==> src/rtl/msq_pkg.sv <==
package msq_pkg;
   localparam int BYTE_W     = 8;
   localparam int WORD_BYTES = 2;
   localparam int WORD_W     = BYTE_W * WORD_BYTES;

   typedef enum logic [1:0] {
      ST_IDLE = 2'd0,
      ST_RD   = 2'd1,
      ST_WR   = 2'd2
   } msq_state_e;
endpackage

==> src/rtl/msq_lane.sv <==
// Byte-lane picker and merger for a multi-lane bus word.
module msq_lane #(
   parameter  int BUS_BYTES = 2,
   localparam int SEL_W     = (BUS_BYTES > 1) ? $clog2(BUS_BYTES) : 1,
   localparam int BUS_W     = BUS_BYTES * msq_pkg::BYTE_W
) (
   input  logic [SEL_W-1:0]          lane_sel,
   input  logic [BUS_W-1:0]          bus_word,
   input  logic [msq_pkg::BYTE_W-1:0] new_byte,
   output logic [msq_pkg::BYTE_W-1:0] pick,
   output logic [BUS_W-1:0]          merged
);
   localparam int BW = msq_pkg::BYTE_W;

   assign pick = bus_word[lane_sel*BW +: BW];

   for (genvar g = 0; g < BUS_BYTES; g++) begin : g_lane
      assign merged[g*BW +: BW] = (lane_sel == SEL_W'(g)) ? new_byte : bus_word[g*BW +: BW];
   end
endmodule

==> src/rtl/msq_ctrl.sv <==
// Bus-cycle sequencing: which piece, which phase, when finished.
module msq_ctrl (
   input  logic clk,
   input  logic rst_n,
   input  logic start,
   input  logic in_wr,
   input  logic in_rmw,
   input  logic in_two,
   input  logic bus_wait,
   output logic busy,
   output logic bus_we,
   output logic piece,
   output logic ready,
   output logic done
);
   import msq_pkg::*;

   msq_state_e state;
   logic       op_wr, op_rmw, op_two;
   logic       ack, last;

   assign busy   = (state != ST_IDLE);
   assign bus_we = (state == ST_WR);
   assign ready  = (state == ST_IDLE);
   assign ack    = busy && !bus_wait;
   assign last   = !op_two || piece;

   always_ff @(posedge clk or negedge rst_n) begin
      if (!rst_n) begin
         state  <= ST_IDLE;
         piece  <= 1'b0;
         done   <= 1'b0;
         op_wr  <= 1'b0;
         op_rmw <= 1'b0;
         op_two <= 1'b0;
      end else begin
         done <= 1'b0;
         case (state)
            ST_IDLE: if (start) begin
               piece  <= 1'b0;
               op_wr  <= in_wr;
               op_rmw <= in_rmw;
               op_two <= in_two;
               state  <= (in_wr && !in_rmw) ? ST_WR : ST_RD;
            end
            ST_RD: if (ack) begin
               if (op_wr) begin
                  state <= ST_WR;
               end else if (last) begin
                  state <= ST_IDLE;
                  done  <= 1'b1;
               end else begin
                  piece <= 1'b1;
               end
            end
            ST_WR: if (ack) begin
               if (last) begin
                  state <= ST_IDLE;
                  done  <= 1'b1;
               end else begin
                  piece <= 1'b1;
                  state <= op_rmw ? ST_RD : ST_WR;
               end
            end
            default: state <= ST_IDLE;
         endcase
      end
   end
endmodule

==> src/rtl/mem_seq.sv <==
// Splits core byte/word transfers into legal bus cycles.
module mem_seq #(
   parameter  int ADDR_W    = 16,
   parameter  int BUS_BYTES = 2,
   localparam int BUS_W     = BUS_BYTES * msq_pkg::BYTE_W
) (
   input  logic              clk,
   input  logic              rst_n,
   input  logic              req_valid,
   output logic              req_ready,
   input  logic              req_write,
   input  logic              req_size,
   input  logic [ADDR_W-1:0] req_addr,
   input  logic [15:0]       req_wdata,
   output logic              done,
   output logic [15:0]       rd_data,
   output logic              bus_req,
   output logic              bus_we,
   output logic [ADDR_W-1:0] bus_addr,
   output logic [BUS_W-1:0]  bus_wdata,
   input  logic [BUS_W-1:0]  bus_rdata,
   input  logic              bus_wait
);
   import msq_pkg::*;

   if (!(BUS_BYTES == 1 || BUS_BYTES == 2)) begin : g_bad_bus
      $error("mem_seq: BUS_BYTES must be 1 or 2");
   end
   if (ADDR_W < 2) begin : g_bad_addr
      $error("mem_seq: ADDR_W must be at least 2");
   end

   logic              start, in_rmw, in_two, piece, rd_ack;
   logic [ADDR_W-1:0] r_addr, p_addr;
   logic [WORD_W-1:0] r_wdata, rbuf;
   logic [BYTE_W-1:0] p_byte;

   assign start  = req_valid && req_ready;
   assign p_addr = r_addr + ADDR_W'(piece);
   assign p_byte = piece ? r_wdata[15:8] : r_wdata[7:0];
   assign rd_ack = bus_req && !bus_we && !bus_wait;
   assign rd_data = rbuf;

   msq_ctrl u_ctrl (
      .clk      (clk),
      .rst_n    (rst_n),
      .start    (start),
      .in_wr    (req_write),
      .in_rmw   (in_rmw),
      .in_two   (in_two),
      .bus_wait (bus_wait),
      .busy     (bus_req),
      .bus_we   (bus_we),
      .piece    (piece),
      .ready    (req_ready),
      .done     (done)
   );

   always_ff @(posedge clk or negedge rst_n) begin
      if (!rst_n) begin
         r_addr  <= '0;
         r_wdata <= '0;
      end else if (start) begin
         r_addr  <= req_addr;
         r_wdata <= req_wdata;
      end
   end

   if (BUS_BYTES == 1) begin : g_narrow
      // every transfer is a string of single-byte cycles
      assign in_rmw    = 1'b0;
      assign in_two    = req_size;
      assign bus_addr  = p_addr;
      assign bus_wdata = p_byte;

      always_ff @(posedge clk or negedge rst_n) begin
         if (!rst_n)      rbuf <= '0;
         else if (start)  rbuf <= '0;
         else if (rd_ack) begin
            if (piece) rbuf[15:8] <= bus_rdata;
            else       rbuf[7:0]  <= bus_rdata;
         end
      end
   end else begin : g_wide
      logic              in_whole, r_whole;
      logic [BUS_W-1:0]  hold, merged;
      logic [BYTE_W-1:0] pick;

      assign in_whole  = req_size && !req_addr[0];
      assign in_rmw    = !in_whole;
      assign in_two    = req_size && !in_whole;
      assign bus_addr  = {p_addr[ADDR_W-1:1], 1'b0};
      assign bus_wdata = r_whole ? r_wdata : merged;

      msq_lane #(.BUS_BYTES(BUS_BYTES)) u_lane (
         .lane_sel (p_addr[0]),
         .bus_word (hold),
         .new_byte (p_byte),
         .pick     (pick),
         .merged   (merged)
      );

      logic [BYTE_W-1:0] pick_now;
      assign pick_now = p_addr[0] ? bus_rdata[15:8] : bus_rdata[7:0];

      always_ff @(posedge clk or negedge rst_n) begin
         if (!rst_n) begin
            r_whole <= 1'b0;
            hold    <= '0;
            rbuf    <= '0;
         end else if (start) begin
            r_whole <= in_whole;
            rbuf    <= '0;
         end else if (rd_ack) begin
            hold <= bus_rdata;
            if (r_whole)    rbuf       <= bus_rdata;
            else if (piece) rbuf[15:8] <= pick_now;
            else            rbuf[7:0]  <= pick_now;
         end
      end

      logic unused_pick;
      assign unused_pick = ^pick;
   end
endmodule

==> config.mk <==
export PLATFORM = sky130hd
export DESIGN_NAME = mem_seq
export DESIGN_NICKNAME = d
export VERILOG_FILES = /design/src/rtl/msq_pkg.sv /design/src/rtl/msq_lane.sv /design/src/rtl/msq_ctrl.sv /design/src/rtl/mem_seq.sv
export SDC_FILE = /design/constraint.sdc
export NUM_CORES = 1
export LEC_CHECK = 0
export BUFFER_PORTS_ARGS = -buffer_cell sky130_fd_sc_hd__buf_4
export CORE_MARGIN = 5
export CORE_UTILIZATION = 30
export CTS_CLUSTER_DIAMETER = 150
export CTS_CLUSTER_SIZE = 28
export DETAILED_ROUTE_END_ITERATION = 10
export PLACE_DENSITY = 0.6
export SETUP_SLACK_MARGIN = 0.3
export SLEW_MARGIN = 20
export SYNTH_ARGS = -nofsm -noshare
export SYNTH_HDL_FRONTEND = slang
export SYNTH_SLANG_ARGS = --single-unit
==> constraint.sdc <==
create_clock -name clk -period 4.1 [get_ports clk]
set_input_delay 0.205 -clock clk [delete_from_list [all_inputs] [get_ports clk]]
set_output_delay 0.205 -clock clk [all_outputs]
set_load 0.01 [all_outputs]
# [After elaboration in Yosys (flattened, before gate mapping)]
# Index checks and enable logic that the tools add are counted.
[op_classes] n_addsub=1 n_reduce_logical=24 n_bitwise=1 n_eq_ne=8 n_mux=30
[ops] cell="$mux W16" n=4
[ops] cell="$mux W8" n=6
[ops] cell="$add A16 B1 Y16" n=1
[ops] cell="$mux W2" n=8
[ops] cell="$mux W1" n=9
[ops] cell="$reduce_and A2 Y1" n=4
[ops] cell="$logic_and A1 B1 Y1" n=7
[ops] cell="$ne A2 B1 Y1 const B" n=3
[ops] cell="$pmux W2 S3" n=1
[ops] cell="$reduce_bool A3 Y1" n=2
[ops] cell="$logic_not A1 Y1" n=5
[ops] cell="$reduce_and A5 Y1" n=1
[ops] cell="$reduce_and A4 Y1" n=1
[ops] cell="$reduce_bool A2 Y1" n=2
[ops] cell="$ne A3 B1 Y1 const B" n=1
[ops] cell="$ne A3 B3 Y1 const B" n=1
[ops] cell="$pmux W1 S3" n=1
[ops] cell="$eq A2 B1 Y1 const B" n=1
[ops] cell="$eq A2 B2 Y1 const B" n=1
[ops] cell="$logic_not A2 Y1" n=1
[ops] cell="$ne A2 B2 Y1 const B" n=1
[ops] cell="$pmux W1 S2" n=1
[ops] cell="$logic_or A1 B1 Y1" n=1
[ops] cell="$not A1 Y1" n=1
[totals] out_inout_bits=52 register_bits=72 input_bits=54 word_cells=76

# [Longest topological paths before layout]
# Gate-level depths: netlist (run 1).
[logic_depth] depth_word=6 ltp_mapped=7 mapped_depth_nobuf=5

# [Modules after synthesis]
# A second synthesis (run 1) with hierarchy kept.
[hier_totals] cells_unflattened=415 hier_area_um2=4259.1
[modules_own_cells] mod="mem_seq" area_per_inst_um2=3380.7 cells_per_inst=346 seq_area_each_um2=1626.6 n_inst=1
[modules_own_cells] mod="msq_ctrl" area_per_inst_um2=481.7 cells_per_inst=42 seq_area_each_um2=175.2 n_inst=1
[modules_own_cells] mod="msq_lane" area_per_inst_um2=396.6 cells_per_inst=27 seq_area_each_um2=0.0 n_inst=1

# [Worst setup path before layout (run 1)]
# Ideal clock, no wire load.
[synth_path] path_type="register -> register" start="reg u_ctrl.state[0]" end="reg g_wide.hold[10]" slack_ns=2.168 stages_incl_launch_ff=7 t_arrival_ns=1.804 t_required_ns=3.973 n_path_buf=1 setup_ns=0.127 synth_period_minus_slack_ns=1.932 cell_sequence="dfrtp_1 -> inv_1 -> ha_1 -> or3_4 -> nor2_8 -> buf_6 -> mux2_1"
[synth_between] elab_chain_len=5 elab_cells_between_ends=9 cone_classes="eq/ne (1); bitwise (1); reduce/logical (7)"
[synth_lines] element="start, declared" line="msq_ctrl.sv:18" rtl="msq_state_e state;"
[synth_lines] element="start signal, assigned" line="msq_ctrl.sv:44" rtl="state <= (in_wr && !in_rmw) ? ST_WR : ST_RD;"
[synth_lines] element="start signal, assigned" line="msq_ctrl.sv:62" rtl="state <= op_rmw ? ST_RD : ST_WR;"
[synth_lines] element="$eq A2 B2 Y1" line="msq_ctrl.sv:23" rtl="assign bus_we = (state == ST_WR);"
[synth_lines] element="via bus_we" line="mem_seq.sv:18" rtl="output logic bus_we,"
[synth_lines] element="$logic_not A1 Y1" line="mem_seq.sv:41" rtl="assign rd_ack = bus_req && !bus_we && !bus_wait;"
[synth_lines] element="$logic_and A1 B1 Y1 (2 in series)" line="mem_seq.sv:41"
[synth_lines] element="$reduce_and A2 Y1 (no line)"
[synth_lines] element="end signal, assigned" line="mem_seq.sv:115" rtl="hold <= bus_rdata;"
[synth_lines] element="end, declared" line="mem_seq.sv:86" rtl="logic [BUS_W-1:0] hold, merged;"
# The timed path passes the listed nets, and every way through them passes these cells.
# A chain may end at the register's enable or synchronous reset.

# [Worst setup path in the final report (run 1)]
[layout_path] start="reg r_addr[0]" end="out bus_wdata[7]"
[layout_between] elab_chain_len=3
[layout_lines] element="start, declared" line="mem_seq.sv:34" rtl="logic [ADDR_W-1:0] r_addr, p_addr;"
[layout_lines] element="start signal, assigned" line="mem_seq.sv:64" rtl="r_addr <= req_addr;"
[layout_lines] element="$add A16 B1 Y16" line="mem_seq.sv:39" rtl="assign p_addr = r_addr + ADDR_W'(piece);"
[layout_lines] element="$mux W8" line="msq_lane.sv:18" rtl="assign merged[g*BW +: BW] = (lane_sel == SEL_W'(g)) ? new_byte : bus_word[g*BW +: BW];"
[layout_lines] element="$mux W16" line="mem_seq.sv:93" rtl="assign bus_wdata = r_whole ? r_wdata : merged;"
[layout_lines] element="end, declared" line="mem_seq.sv:20" rtl="output logic [BUS_W-1:0] bus_wdata,"
# Every way passes these cells.

==> results of run 1 <==
## routing by layer
layer | vias to the layer above | share of wire
met5 | - | 0
met4 | 0 | 0.0087
met3 | 8 | 0.075
met2 | 140 | 0.46
met1 | 1599 | 0.45
li1 | 1636 | -
## logic make-up after synthesis
group / count (synthesis)
simple gates: 158
compound gates: 101
flops: 72
buf+inv: 36
mux: 26
xor+xnor: 15
fa+ha+maj: 8
other cells: 1
## registers in the layout, indices dropped and copies added (netlist names)
| signal | count |
|---|---|
| u_ctrl.op_two | 1 |
| u_ctrl.state | 2 |
| u_ctrl.done | 1 |
| r_wdata | 16 |
| r_addr | 16 |
| u_ctrl.op_rmw | 1 |
| g_wide.r_whole | 1 |
| u_ctrl.piece | 1 |
| g_wide.hold | 16 |
| u_ctrl.op_wr | 1 |
| rd_data | 16 |
## worst max-delay path: cells and delay by family, from the launching register on
kind	cells	cell delay, ns
fa+ha+maj	1	0.66
buf+inv	2	0.47
simple gates	1	0.42
flops	1	0.40
compound gates	2	0.24
## cells in the final DEF (no fill, tap or decap), types with 2 or more instances in the layout
cell,n
buf_4,107
nand2_1,106
dfrtp_1,72
o21ai_0,29
a21oi_1,25
a22oi_1,24
nor2b_1,11
inv_1,10
xor2_1,10
mux2_1,10
mux2i_1,9
clkbuf_16,9
nor2_1,8
a311oi_1,8
a211oi_1,8
ha_1,8
mux2_2,7
nor4_1,6
nand3_1,5
xnor2_1,5
nand4_1,3
bufinv_16,3
nor3_1,2
nor2_2,2
o22ai_1,2
nand2b_1,2
a41oi_1,2
nand4b_1,2
or4bb_1,2
## cell type report
class                      count  area (um^2)  area share
sequential                    72         1800       0.354
clock inverter                 5          104      0.0204
timing repair buffer         107          803       0.158
clock buffer                  11          243      0.0476
tap                          172          215      0.0422
inverter                      10         37.5     0.00737
multi-input combinational    309         1890       0.371
## per-stage QoR
step,util,instance area [um^2]
final,0.404,5100
after CTS,0.404,5090
after global routing,0.404,5100
after detailed placement,0.376,4750
after floorplan,-,3860
after global placement,0.376,4750
## where the power goes
| group | internal (mW) | switching, mW | total [mW] | leakage [nW] |
|---|---|---|---|---|
| clock network | 0.611 | 0.294 | 0.905 | 0.170 |
| registers | 1.05 | 0.341 | 1.39 | 0.894 |
| logic | 0.991 | 1.19 | 2.18 | 1.35 |
## worst paths after layout
kind,start,endpoint,slack [ns]
setup / recovery,r_addr[0],bus_wdata[7],1.36
hold / removal,rst_n,r_addr[4],0.001
min in group clk,req_wdata[0],r_wdata[0],0.06
setup reg to reg,r_addr[0],rd_data[3],1.75
max in group asynchronous,rst_n,r_addr[3],3.51
hold reg to reg,g_wide.hold[6],g_wide.hold[6],0.49
==> flow_summary_export.csv, run 1 <==
group,metric,value,unit
routing,viasPerCell,4.93,
power_and_ir_drop,power_density,878,nW/um^2
synthesis,synth_area,3860,um^2
synthesis,synth_cells,417,
job,drv_cap,0,
worst_setup_path,crit_path_cell_trace,"ha_1 -> nor2b_1 -> buf_4 -> a22oi_1 -> o21ai_0 -> buf_4",
power_and_ir_drop,leakagePower,2.41,nW
routing,ant_nets,0,
timing,fmax,366,MHz
global_route,busiest_layer,"met2",
global_route,grt_pass1_vias,3389,
clocking,clock_latency,0.33,ns
floorplanning,num_rows,41,
synthesis,yosysTopAreaCell,"dfrtp_1",
layout,final_layout_size_suffix_gt1_frac,0.268,
floorplanning,die_y,123,um
timing,setup-violations-final,0,
synthesis,netlist_top_cells_area,"dfrtp_1, nand2_1, a22oi_1, o21ai_0, a21oi_1",
clocking,numCtsBuffers,9,
global_route,antenna_found_initial,0,
synthesis,synth_ff_type,"dfrtp_1",
layout,fillers,1235,
placement,hpwl,8.33,mm
floorplanning,die_x,123,um
synthesis,yosys.area_share.simple,0.191,
layout,fin_nets,571,
clocking,clockBufferDepth,2,
synthesis,synth.avg_cell_area,9.26,um^2
clocking,clk_pin_slew,0.06,ns
global_route,grt_max_degree,73,
clocking,cts_resized,0,
timing,period_needed,2.74,ns
power_and_ir_drop,ir_drop,0.402,mV
placement,gp_congestion,0.820,
worst_setup_path,start_kind,"flip-flop",
synthesis,synth_nets,479,
synthesis,synth_cell_types,44,
routing,routed_wl,11.2,mm
synthesis,async_reset_ff_frac,1.00,
synthesis,yosysWarnings,0,
synthesis,ys_ff_latch,72,
placement,place_inst,670,
floorplanning,coreArea,12600,um^2
synthesis,synth.most_common_cell,"nand2_1",
timing,drv_slew,0,
layout,syn_to_final_growth,32.0,%
synthesis,synthAdderAreaFrac,0.0259,
synthesis,netlist_top_cells_count,"nand2_1, dfrtp_1, o21ai_0",
status,outcome,"completed",
worst_setup_path,reg2regPathDepth,5,
worst_setup_path,crit_fanout,19,
floorplanning,io_pins,106,
worst_setup_path,cpMostUsedCell,"buf_4",
timing,setup_tns,0,ns
global_route,grt_pass1_wl,18.0,mm
global_route,met1_usage,0.205,
timing,hold_viol,0,
worst_setup_path,slowest_stage,"ha_1",
clocking,cts_tree,"done",
worst_setup_path,required,3.89,ns
worst_setup_path,critical-path-max-stage-delay,0.66,ns
routing,vias,3383,
clocking,cts.sinks,72,
placement,post-place-ws,1.77,ns
clocking,holdBufCountCts,0,
timing,finalCritPeriodShare,0.667,
hold_path,hold_path.class,"input pin to async pin",
global_route,grt-ovfl-total,0,
timing,tightest_slew,0.972,ns
timing,fin_skew,0.00497,ns
routing,drtPass1Iterations,4,
timing,max_slew_margin,0.348,
clocking,clockRootBuffer,"clkbuf_16",
placement,port_buffers,104,
synthesis,synth_edf_count,0,
floorplanning,initial_core_util,0.306,
synthesis,ys_seq_area_frac,0.467,
synthesis,synth_mux_area_frac,0.0729,
global_route,grt_usage,0.152,
synthesis,synth-xor-area-share,0.0340,
clocking,cts_setup_buffers,0,
global_route,met2_usage,0.240,
timing,finalWorstSetupSlack,1.36,ns
layout,antenna_cells,0,
floorplanning,die_area,15200,um^2
global_route,grt_util_met3,0.0416,
routing,wl_per_cell,16.4,um
timing,rsz0062_at_grt,"no",
routing,drt_iter0_drc,202,
worst_setup_path,end_kind,"output port",
power_and_ir_drop,power,4.47,mW
routing,route.detailed.drc,0,
layout,stdcell_count,686,
synthesis,synth_top_family_by_area,"simple AND/OR/NAND/NOR gates",
synthesis,synth_top_area_frac,0.467,
clocking,ctsHtreeMaxLevel,3,
worst_setup_path,crit_type,"flip-flop to output port",
timing,whs,0.00103,ns
worst_setup_path,arrival,2.53,ns
synthesis,synth_compound_area_frac,0.164,
No activity file was read; power rests on OpenSTA's default activity.
==> run 2, diff against run 1 <==
==> constraint.sdc (replaced) <==
create_clock -name clk -period 2.65 [get_ports clk]
set_input_delay 0.1325 -clock clk [delete_from_list [all_inputs] [get_ports clk]]
set_output_delay 0.1325 -clock clk [all_outputs]
set_load 0.01 [all_outputs]
==> run 2 against run 1 <==
  * Critical path depth unchanged
  * Wire length up 3.7%
  * Die area unchanged
  * Register-to-register slack worse by 1.2 ns
  * Highest routed layer unchanged
==> flow_summary_export.csv, run 2 (same netlist as run 1, synthesis figures left out) <==
group,metric,value,unit
worst_setup_path,crit_type,"flip-flop to output port",
floorplanning,num_rows,41,
power_and_ir_drop,ir_drop,0.716,mV
layout,fin_nets,595,
layout,final_common_cell,"buf_4",
timing,period_needed,2.26,ns
layout,layout_common_cells,"buf_4, nand2_1, dfrtp_1",
clocking,clockRootBuffer,"clkbuf_16",
timing,setup-violations-final,0,
layout,syn_to_final_growth,36.1,%
global_route,grt_max_degree,73,
global_route,grt_pass1_wl,18.1,mm
global_route,grt_usage,0.153,
routing,routed_wl,11.6,mm
layout,final_layout_size_suffix_gt1_frac,0.263,
floorplanning,die_x,123,um
clocking,clk_pin_slew,0.06,ns
worst_setup_path,end_kind,"output port",
clocking,cts.sinks,72,
timing,finalCritPeriodShare,0.853,
placement,gp_congestion,0.826,
power_and_ir_drop,leakagePower,2.47,nW
routing,wl_per_cell,16.4,um
timing,drv_slew,0,
clocking,clockBufferDepth,2,
clocking,numCtsBuffers,9,
floorplanning,die_y,123,um
timing,max_slew_margin,0.381,
timing,fin_skew,0.00502,ns
floorplanning,io_pins,106,
timing,tightest_slew,0.928,ns
routing,drt_iter0_drc,197,
timing,fmax,442,MHz
power_and_ir_drop,power_density,1280,nW/um^2
hold_path,hold_path.class,"input pin to flip-flop",
timing,hold_viol,0,
global_route,grt_pass1_vias,3375,
routing,vias,3523,
clocking,clock_latency,0.33,ns
global_route,antenna_found_initial,0,
timing,setup_tns,0,ns
floorplanning,die_area,15200,um^2
worst_setup_path,start_kind,"flip-flop",
job,drv_cap,0,
worst_setup_path,crit_fanout,26,
worst_setup_path,arrival,2.13,ns
routing,drtPass1Iterations,4,
routing,ant_nets,0,
layout,antenna_cells,0,
worst_setup_path,required,2.52,ns
power_and_ir_drop,power,6.75,mW
global_route,grt-ovfl-total,0,
timing,rsz0062_at_grt,"yes",
placement,hpwl,8.53,mm
floorplanning,coreArea,12600,um^2
routing,viasPerCell,4.98,
floorplanning,initial_core_util,0.306,
clocking,ctsHtreeMaxLevel,3,
placement,port_buffers,104,
status,outcome,"completed",
routing,route.detailed.drc,0,
clocking,cts_tree,"done",
[run 2: changes by cell type in the layout (fill, tap and decap cells not counted), sizes merged]
cell and delta:
buf +6, dlygate4sd3 +18, bufinv -3, clkbuf +2, clkinv -1
[run 2: area by class of cell]
class | instances | area [um^2]
multi-input combinational | 309 | 1910
sequential | 72 | 1800
timing repair buffer | 131 | 1030
tap | 172 | 215
clock inverter | 1 | 5.00
inverter | 10 | 37.5
clock buffer | 13 | 250
fill | 1248 | 7360
[run 2: power by group]
part	switching [mW]	leakage [nW]	internal, mW	total (mW)
Clock	0.428	0.126	0.648	1.08
Sequential	0.535	0.894	1.63	2.16
Combinational	1.87	1.45	1.64	3.51
[run 2: worst max-delay path, stage by stage (launching register included)]
cell     delay, ns
dfrtp_1       0.40
buf_6         0.24
ha_1          0.25
nand4_1       0.22
nor4_2        0.33
xor2_1        0.21
buf_4         0.15
[run 2: routing by layer]
| layer | up-vias | part of all wire | global-route usage |
|---|---|---|---|
| met2 | 141 | 0.45 | 0.231 |
| met3 | 20 | 0.077 | 0.0407 |
| li1 | 1683 | - | - |
| met5 | - | 0 | 0 |
| met1 | 1679 | 0.45 | 0.213 |
| met4 | 0 | 0.017 | 0.0512 |
[run 2: through the flow]
step	instance area [um^2]	util	hold slack, ns	worst slack [ns]	instances
2_1_floorplan	3860	-	-0.163	0.718	417
3_3_place_gp	4790	0.380	0.320	0.619	676
3_5_place_dp	4790	0.380	0.327	0.511	676
4_1_cts	5240	0.415	0.00170	0.347	708
5_1_grt	5260	0.416	0.00979	0.261	708
6_report	5260	0.416	0.00842	0.389	708
[run 2: timing repair]
action,in CTS,in global routing
pin swaps,0,0
resized for setup,2,3
hold endpoints to repair,89,0
endpoints found under the setup margin,9,10
setup buffers,0,0
hold buffers,18,0
[run 2: path summary, 6_finish.rpt]
path	start	end	slack (ns)	cells after the start
setup / recovery	u_ctrl.piece	bus_addr[15]	0.39	6
hold / removal	req_wdata[13]	r_wdata[13]	0.008	3
setup reg to reg	u_ctrl.state[0]	rd_data[1]	0.53	5
hold reg to reg	r_addr[15]	r_addr[15]	0.50	2
max in group asynchronous	rst_n	r_wdata[4]	1.56	2
min in group asynchronous	rst_n	r_addr[4]	0.48	2
